### src/rtl/sar_ctrl_pkg.sv
package sar_ctrl_pkg;

  typedef enum logic [1:0] {
    ST_IDLE   = 2'd0,
    ST_ARMED  = 2'd1,
    ST_TEST   = 2'd2,
    ST_FINISH = 2'd3
  } sar_state_t;

  // level a bit under test settles to, given the comparator verdict
  function automatic logic decided_level(input logic keep_cleared);
    return keep_cleared ? 1'b0 : 1'b1;
  endfunction

  // level a bit takes when it becomes the bit under test
  localparam logic TRIAL_LEVEL = 1'b0;
  localparam logic REST_LEVEL  = 1'b1;

endpackage

### src/rtl/sar_start_qual.sv
module sar_start_qual (
  input  logic start_in,
  input  logic pos_mode,
  input  logic busy,
  output logic req_active
);

  // level mode: low request; edge mode: high request gated by idle status,
  // which releases itself as soon as busy rises
  always_comb begin
    if (pos_mode) req_active = start_in & ~busy;
    else          req_active = ~start_in;
  end

endmodule

### src/rtl/sar_sequencer.sv
module sar_sequencer
  import sar_ctrl_pkg::*;
#(
  parameter int W = 12,
  localparam int IDX_W = (W > 1) ? $clog2(W) : 1
) (
  input  logic             clk,
  input  logic             rst,
  input  logic             req_active,
  output logic [IDX_W-1:0] bit_idx,
  output logic             busy,
  output logic             req_seen,
  output logic             test_begin,
  output logic             bit_decide,
  output logic             last_decide,
  output logic             conv_done
);

  localparam logic [IDX_W-1:0] TOP_IDX = IDX_W'(W - 1);

  sar_state_t state_q;

  always_ff @(posedge clk) begin
    if (rst) begin
      state_q <= ST_IDLE;
      bit_idx <= TOP_IDX;
    end else begin
      unique case (state_q)
        ST_IDLE: begin
          if (req_active) state_q <= ST_ARMED;
        end
        ST_ARMED: begin
          if (!req_active) begin
            state_q <= ST_TEST;
            bit_idx <= TOP_IDX;
          end
        end
        ST_TEST: begin
          if (bit_idx == '0) state_q <= ST_FINISH;
          else               bit_idx <= bit_idx - 1'b1;
        end
        ST_FINISH: begin
          state_q <= ST_IDLE;
          bit_idx <= TOP_IDX;
        end
        default: state_q <= ST_IDLE;
      endcase
    end
  end

  assign busy        = (state_q != ST_IDLE);
  assign req_seen    = (state_q == ST_IDLE) && req_active;
  assign test_begin  = (state_q == ST_ARMED) && !req_active;
  assign bit_decide  = (state_q == ST_TEST);
  assign last_decide = (state_q == ST_TEST) && (bit_idx == '0);
  assign conv_done   = (state_q == ST_FINISH);

endmodule

### src/rtl/sar_result_reg.sv
module sar_result_reg
  import sar_ctrl_pkg::*;
#(
  parameter int W = 12,
  localparam int IDX_W = (W > 1) ? $clog2(W) : 1
) (
  input  logic             clk,
  input  logic             rst,
  input  logic             test_begin,
  input  logic             bit_decide,
  input  logic [IDX_W-1:0] bit_idx,
  input  logic             cmp_in,
  output logic [W-1:0]     code,
  output logic             ser_out
);

  logic verdict;
  assign verdict = decided_level(cmp_in);

  // one flop per result bit, each decoding its own role from the index
  for (genvar g = 0; g < W; g++) begin : g_bit
    localparam logic SEED = (g == W - 1) ? TRIAL_LEVEL : REST_LEVEL;
    logic is_tested;
    logic is_next;
    assign is_tested = (int'(bit_idx) == g);
    assign is_next   = (int'(bit_idx) == g + 1);

    always_ff @(posedge clk) begin
      if (rst) begin
        code[g] <= REST_LEVEL;
      end else if (test_begin) begin
        code[g] <= SEED;
      end else if (bit_decide) begin
        if (is_tested)    code[g] <= verdict;
        else if (is_next) code[g] <= TRIAL_LEVEL;
      end
    end
  end

  always_ff @(posedge clk) begin
    if (rst)             ser_out <= REST_LEVEL;
    else if (bit_decide) ser_out <= verdict;
  end

endmodule

### src/rtl/sar_conv_ctrl.sv
module sar_conv_ctrl
  import sar_ctrl_pkg::*;
#(
  parameter int W = 12
) (
  input  logic         clk,
  input  logic         rst,
  input  logic         start_in,
  input  logic         pos_mode,
  input  logic         cmp_in,
  output logic [W-1:0] dac_code,
  output logic         busy,
  output logic         ser_out
);

  localparam int IDX_W = (W > 1) ? $clog2(W) : 1;

  logic             req_active;
  logic [IDX_W-1:0] bit_idx;
  logic             req_seen;
  logic             test_begin;
  logic             bit_decide;
  logic             last_decide;
  logic             conv_done;

  sar_start_qual u_start_qual (
    .start_in   (start_in),
    .pos_mode   (pos_mode),
    .busy       (busy),
    .req_active (req_active)
  );

  sar_sequencer #(.W(W)) u_sequencer (
    .clk         (clk),
    .rst         (rst),
    .req_active  (req_active),
    .bit_idx     (bit_idx),
    .busy        (busy),
    .req_seen    (req_seen),
    .test_begin  (test_begin),
    .bit_decide  (bit_decide),
    .last_decide (last_decide),
    .conv_done   (conv_done)
  );

  sar_result_reg #(.W(W)) u_result_reg (
    .clk        (clk),
    .rst        (rst),
    .test_begin (test_begin),
    .bit_decide (bit_decide),
    .bit_idx    (bit_idx),
    .cmp_in     (cmp_in),
    .code       (dac_code),
    .ser_out    (ser_out)
  );

endmodule

### config.mk
export PLATFORM = sky130hd
export DESIGN_NAME = sar_conv_ctrl
export DESIGN_NICKNAME = d
export VERILOG_FILES = /design/src/rtl/sar_ctrl_pkg.sv /design/src/rtl/sar_start_qual.sv /design/src/rtl/sar_sequencer.sv /design/src/rtl/sar_result_reg.sv /design/src/rtl/sar_conv_ctrl.sv
export SDC_FILE = /design/constraint.sdc
export NUM_CORES = 1
export LEC_CHECK = 0
export BUFFER_PORTS_ARGS = -buffer_cell sky130_fd_sc_hd__buf_2
export CAP_MARGIN = 20
export CORE_MARGIN = 4
export CORE_UTILIZATION = 57
export CTS_BUF_LIST = sky130_fd_sc_hd__clkbuf_8
export DETAILED_ROUTE_END_ITERATION = 16
export PLACE_DENSITY = 0.83
export SLEW_MARGIN = 20
export SYNTH_ARGS = -nofsm -noshare
export SYNTH_HDL_FRONTEND = slang
export SYNTH_SLANG_ARGS = --single-unit
### constraint.sdc
create_clock -name clk -period 2.2 [get_ports clk]
set_input_delay 0.22 -clock clk [delete_from_list [all_inputs] [get_ports clk]]
set_output_delay 0.22 -clock clk [all_outputs]
set_load 0.005 [all_outputs]
==> reports/results.tsv, run 1 <==
stage	metric	value	unit
floorplan	cell row count	15	
clock_network	Setup Buffers After CTS	0	
clock_network	H-tree levels	1	
timing	Worst Tran Pin Value	0.568	ns
worst_setup_path	required time of the critical path	2.36	ns
floorplan	Initial Utilization	0.628	
final_layout	layout net count	160	
clock_network	CTS tree	built	
worst_setup_path	FF-to-FF Start	u_sequencer.state_q[0]	
timing	max-slew violation count	0	
yosys	Seq/Total Area, Yosys	0.336	
outcome	status	completed	
final_layout	share of cells above drive strength 1	0.215	
routing	average wire per standard cell	14.6	um
yosys	predominant post-synthesis flop cell	dfxtp_1	
clock_network	Clock Sinks	19	
final_layout	most common cell after layout, fill and taps aside	dfxtp_1	
worst_setup_path	R2R Setup Slk	0.28	ns
routing	Post-route DRC	0	
global_routing	largest net degree at the start of global routing	15	
place	hpwl dp	1780	um
worst_setup_path	Worst Path Class, Setup	register to register	
job	Max Cap Viol	0	
worst_setup_path	Critical R2R Capture	u_sequencer.bit_idx[3]	
clock_network	cts hold-fix bufs	0	
worst_setup_path	CP Max Fanout	14	
final_layout	most frequent cells in the layout	dfxtp_1 (19), buf_2 (18), nand2_1 (12)	
worst_setup_path	crit start category	register	
worst_setup_path	crit path capture type	register	
yosys	cells after synthesis	130	
yosys	FF+latch count, synth	19	
timing	Max Fclk	520	MHz
pwr	VDD IR max	0.833	mV
floorplan	Core ar.	1800	um^2
routing	routed via count	1011	
min_path	WHS Path Cells	2	
yosys	count of cell types in the netlist	34	
place	gp weighted congestion	0.856	
routing	DR iter-0 viols	29	
clock_network	Clock Latency Late Sink	0.26	ns
pwr	Pwr Density	964	nW/um^2
pwr	Leakage	0.000495	uW
yosys	Mean Syn Cell Area	8.70	um^2
floorplan	total I/O pin count	19	
routing	drt pass-1 iters	4	
clock_network	TritonCTS buffer count	3	
global_routing	GRT overflow	0	
global_routing	vias in the first global route	979	
clock_network	post_cts resized	0	
place	dpl ws	0.318	ns
final_layout	Post-Layout Cell Count	169	
timing	RSZ-0062 raised after global routing	no	
timing	fin crit share	0.874	
yosys	EDFF count, synth	0	
clock_network	CTS root buffer	clkbuf_8	
yosys	Yosys Warn Count	0	
min_path	end of the worst hold path	u_sequencer.bit_idx[2]	
timing	Final setup viols	0	
routing	Routed WL	2470	um
final_layout	Antenna diodes	0	
floorplan	Die Ht	52.5	um
place	port bufs	18	
timing	Clock Skew	0.00441	ns
timing	final-report hold violation count	0	
timing	slew margin rel.	0.620	
place	Placed Cells incl. Taps	165	
global_routing	first-pass GRT wire length	4400	um
worst_setup_path	Register-to-Register Path Depth	5	
floorplan	Die W	52.5	um
global_routing	Total GRT Usage	0.217	
routing	via density per instance	5.98	
timing	Setup TNS Final	0	ns
min_path	Hold Crit Start	rst	
final_layout	Layout area overhead	11.4	%
yosys	FFs w/ async S/R, synth	0	
floorplan	die footprint	2760	um^2
yosys	mapped cell area	1130	um^2
timing	PnR worst setup slack	0.276	ns
global_routing	initial antenna violation count	0	
min_path	worst min-delay path category	input port to register	
clock_network	Clock Path Buffers	2	
worst_setup_path	Data arrival, critical path	2.08	ns
timing	crit path time final	1.92	ns
routing	ANT nets after route	0	
yosys	Synthesized Nets	145	
clock_network	CTS clk-pin slew, worst paths	0.07	ns
-- kinds of logic after synthesis --
family / count (synthesis) / synth area share
and+or+nand+nor: 44 / 0.213
DFF: 19 / 0.336
muxes: 3 / 0.0265
adders and majority gates: 10 / 0.111
AOI/OAI and AO/OA: 39 / 0.250
buffers and inverters: 15 / 0.0630
-- routing by layer --
metal	part of all wire	global-route usage
met1	0.42	0.256
met2	0.50	0.360
met3	0.044	0.0598
met4	0.028	0.102
met5	0	0
-- worst max-delay path by stage --
stage,from,endpoint,slack [ns],cells after the start
floorplan,u_sequencer.state_q[0],u_sequencer.bit_idx[3],0.64,6
global placement,u_sequencer.state_q[0],u_sequencer.bit_idx[3],0.41,5
detailed placement,u_sequencer.state_q[0],u_sequencer.bit_idx[3],0.32,5
CTS,u_sequencer.state_q[0],u_sequencer.bit_idx[3],0.30,5
global route,u_sequencer.state_q[0],u_sequencer.bit_idx[2],0.11,6
finish,u_sequencer.state_q[0],u_sequencer.bit_idx[3],0.28,5
-- final cells by class --
type	count	area, um^2
clock buffers	3	41.3
clock inverters	1	7.51
fillers	169	542
inverters	6	22.5
multi-input cells	96	679
flip-flops and latches	19	380
well taps	25	31.3
repair buffers	19	97.6
-- cell usage after synthesis, drive strengths merged (3+ instances only) --
cell type	count	area, um^2
dfxtp	19	380
nand2	12	45.0
ha	10	125
o21ai	9	48.8
nand3	8	40.0
nor2	7	36.3
a21oi	6	30.0
a32oi	6	52.6
inv	6	22.5
o211ai	6	45.0
buf	5	33.8
clkbuf	4	15.0
nor2b	4	25.0
a22oi	3	22.5
mux2i	3	30.0
nor3	3	15.0
-- power by group --
group | leakage (uW) | switching (uW) | internal (uW)
clock | 0.0000217 | 122 | 128
sequential | 0.000155 | 38.8 | 391
combinational | 0.000319 | 333 | 203
total | 0.000495 | 493 | 722
-- metrics by stage --
step | hold WS [ns] | total power [uW] | utilization | cell area [um^2]
floorplan | 0.459 | 828 | - | 1130
global placement | 0.445 | 938 | 0.672 | 1210
detailed placement | 0.449 | 964 | 0.672 | 1210
CTS | 0.256 | 1220 | 0.699 | 1260
global route | 0.286 | 1320 | 0.699 | 1260
finish | 0.265 | 1220 | 0.699 | 1260
-- state kept, by name, indices dropped and copies added (netlist names) --
signal                cells
u_result_reg.ser_out      1
u_sequencer.bit_idx       4
u_sequencer.state_q       2
u_result_reg.code        12
-- critical path, stage by stage, from the launching register on --
cell and delay, ns:
dfxtp_1 0.34, inv_1 0.12, ha_1 0.50, inv_1 0.24, or3_1 0.42, a31o_2 0.20
Note: power is estimated with default switching activity, not from simulation.
==> inputs of run 2 (changes only) <==
Settings changed: BUFFER_PORTS_ARGS -buffer_cell sky130_fd_sc_hd__buf_2 to unset, CORE_UTILIZATION 57 to 60, DONT_BUFFER_PORTS set to 1, PLACE_DENSITY 0.83 to 0.78.
Clock period 2.2 ns to 2.35 ns, I/O delays scaled along.
==> reports/results.tsv, run 2 (same netlist as run 1, synthesis figures left out) <==
stage	metric	value	unit
pwr	NetSw	437	uW
timing	Setup TNS Final	0	ns
global_routing	vias in the first global route	908	
final_layout	Antenna diodes	0	
final_layout	most flop-heavy register	u_result_reg.code	
timing	final-report hold violation count	0	
worst_setup_path	crit start category	register	
place	port bufs	0	
routing	ANT nets after route	0	
worst_setup_path	CP Max Fanout	14	
final_layout	most frequent cells in the layout	dfxtp_1 (19), nand2_1 (12), ha_1 (10)	
routing	Post-route DRC	0	
timing	RSZ-0062 raised after global routing	no	
clock_network	Clock Sinks	19	
worst_setup_path	worst path cell trace	inv_1 > ha_1 > nor3_1 > a31oi_4 > a21o_1 > a31o_2	
timing	Worst Tran Pin Value	0.539	ns
worst_setup_path	required time of the critical path	2.51	ns
final_layout	share of cells above drive strength 1	0.103	
place	gp weighted congestion	0.781	
pwr	Power Total	1090	uW
final_layout	Largest register FFs	12	
outcome	status	completed	
routing	Routed WL	2300	um
global_routing	initial antenna violation count	0	
floorplan	Die W	51.4	um
timing	Max Fclk	532	MHz
pwr	VDD IR max	0.625	mV
clock_network	CTS clk-pin slew, worst paths	0.07	ns
routing	DR iter-0 viols	25	
pwr	Leakage	0.000448	uW
floorplan	total I/O pin count	19	
worst_setup_path	Worst Path Class, Setup	register to register	
pwr	Gate power share	0.414	
place	Placed Cells incl. Taps	147	
final_layout	biggest regs	u_result_reg.code (12), u_sequencer.bit_idx (4), u_sequencer.state_q (2)	
routing	via density per instance	6.17	
global_routing	first-pass GRT wire length	4100	um
pwr	Sequential Power Share	0.375	
min_path	worst min-delay path category	input port to register	
routing	average wire per standard cell	15.2	um
timing	fin crit share	0.800	
worst_setup_path	crit path capture type	register	
clock_network	cts hold-fix bufs	0	
timing	Clock Skew	0.00677	ns
pwr	Net Sw Frac	0.402	
job	Max Cap Viol	0	
floorplan	Initial Utilization	0.641	
worst_setup_path	Crit-path slowest cell	nor3_1	
timing	Final setup viols	0	
clock_network	H-tree levels	1	
floorplan	Die Ht	51.4	um
global_routing	largest net degree at the start of global routing	15	
worst_setup_path	cell family with most CP delay	compound AO/OA/AOI/OAI gates	
final_layout	Post-Layout Cell Count	151	
clock_network	CTS root buffer	clkbuf_8	
global_routing	GRT overflow	0	
place	hpwl dp	1700	um
worst_setup_path	Data arrival, critical path	2.04	ns
pwr	clock power share	0.211	
clock_network	Clock Latency Late Sink	0.26	ns
clock_network	Clock Path Buffers	2	
routing	drt pass-1 iters	4	
clock_network	Setup Buffers After CTS	0	
worst_setup_path	max incr delay on CP	0.42	ns
clock_network	TritonCTS buffer count	3	
final_layout	most common cell after layout, fill and taps aside	dfxtp_1	
final_layout	layout net count	142	
floorplan	Core ar.	1760	um^2
global_routing	Total GRT Usage	0.203	
floorplan	die footprint	2640	um^2
worst_setup_path	WP buf/inv	1	
pwr	Pwr Density	932	nW/um^2
timing	max-slew violation count	0	
routing	routed via count	931	
timing	slew margin rel.	0.640	
clock_network	CTS tree	built	
timing	crit path time final	1.88	ns
pwr	Int Power	650	uW
final_layout	Layout area overhead	3.21	%
clock_network	post_cts resized	0	
floorplan	cell row count	15	
[run 2: cell types whose count changed in the layout (fill, tap and decap cells not counted), sizes merged]
cell	delta
clkinvlp	-1
buf	-18
clkinv	+1
[run 2: worst paths after layout]
path / end / from / slack, ns / depth (start not counted)
worst max-delay path: u_sequencer.bit_idx[3] / u_sequencer.state_q[0] / 0.47 / 6
worst min-delay path: u_sequencer.bit_idx[2] / rst / 0.03 / 1
worst max register to register: u_sequencer.bit_idx[3] / u_sequencer.state_q[0] / 0.47 / 6
worst min register to register: u_result_reg.code[5] / u_result_reg.code[5] / 0.49 / 2
[run 2: metrics by stage]
| stage | utilization | cell area (um^2) | hold slack (ns) | setup WS [ns] |
|---|---|---|---|---|
| after floorplan | - | 1130 | 0.459 | 0.789 |
| after global placement | 0.635 | 1120 | 0.308 | 0.556 |
| after detailed placement | 0.635 | 1120 | 0.309 | 0.473 |
| after CTS | 0.662 | 1170 | 0.0366 | 0.472 |
| after global routing | 0.662 | 1170 | 0.0342 | 0.282 |
| final | 0.662 | 1170 | 0.0317 | 0.471 |
[run 2: per-layer routing]
layer	track usage	vias to the layer above	wire, um
met3	0.0437	7	120
li1	-	463	-
met4	0.0830	0	45
met1	0.266	439	1030
met2	0.320	22	1100
met5	0	-	0
[run 2: power by group through the flow]
| stage | sequential, uW | clock [uW] | combinational, uW |
|---|---|---|---|
| floorplan | 403 | 0 | 372 |
| detailed placement | 415 | 0 | 448 |
| global route | 413 | 242 | 518 |
| global placement | 413 | 0 | 431 |
| finish | 407 | 230 | 450 |
| CTS | 407 | 231 | 448 |
[run 2: layout make-up]
type,instances,area (um^2)
multi-input cells,96,679
fillers,164,597
flip-flops and latches,19,380
clock buffers,3,41.3
well taps,25,31.3
inverters,6,22.5
repair buffers,1,7.51
clock inverters,1,5.00
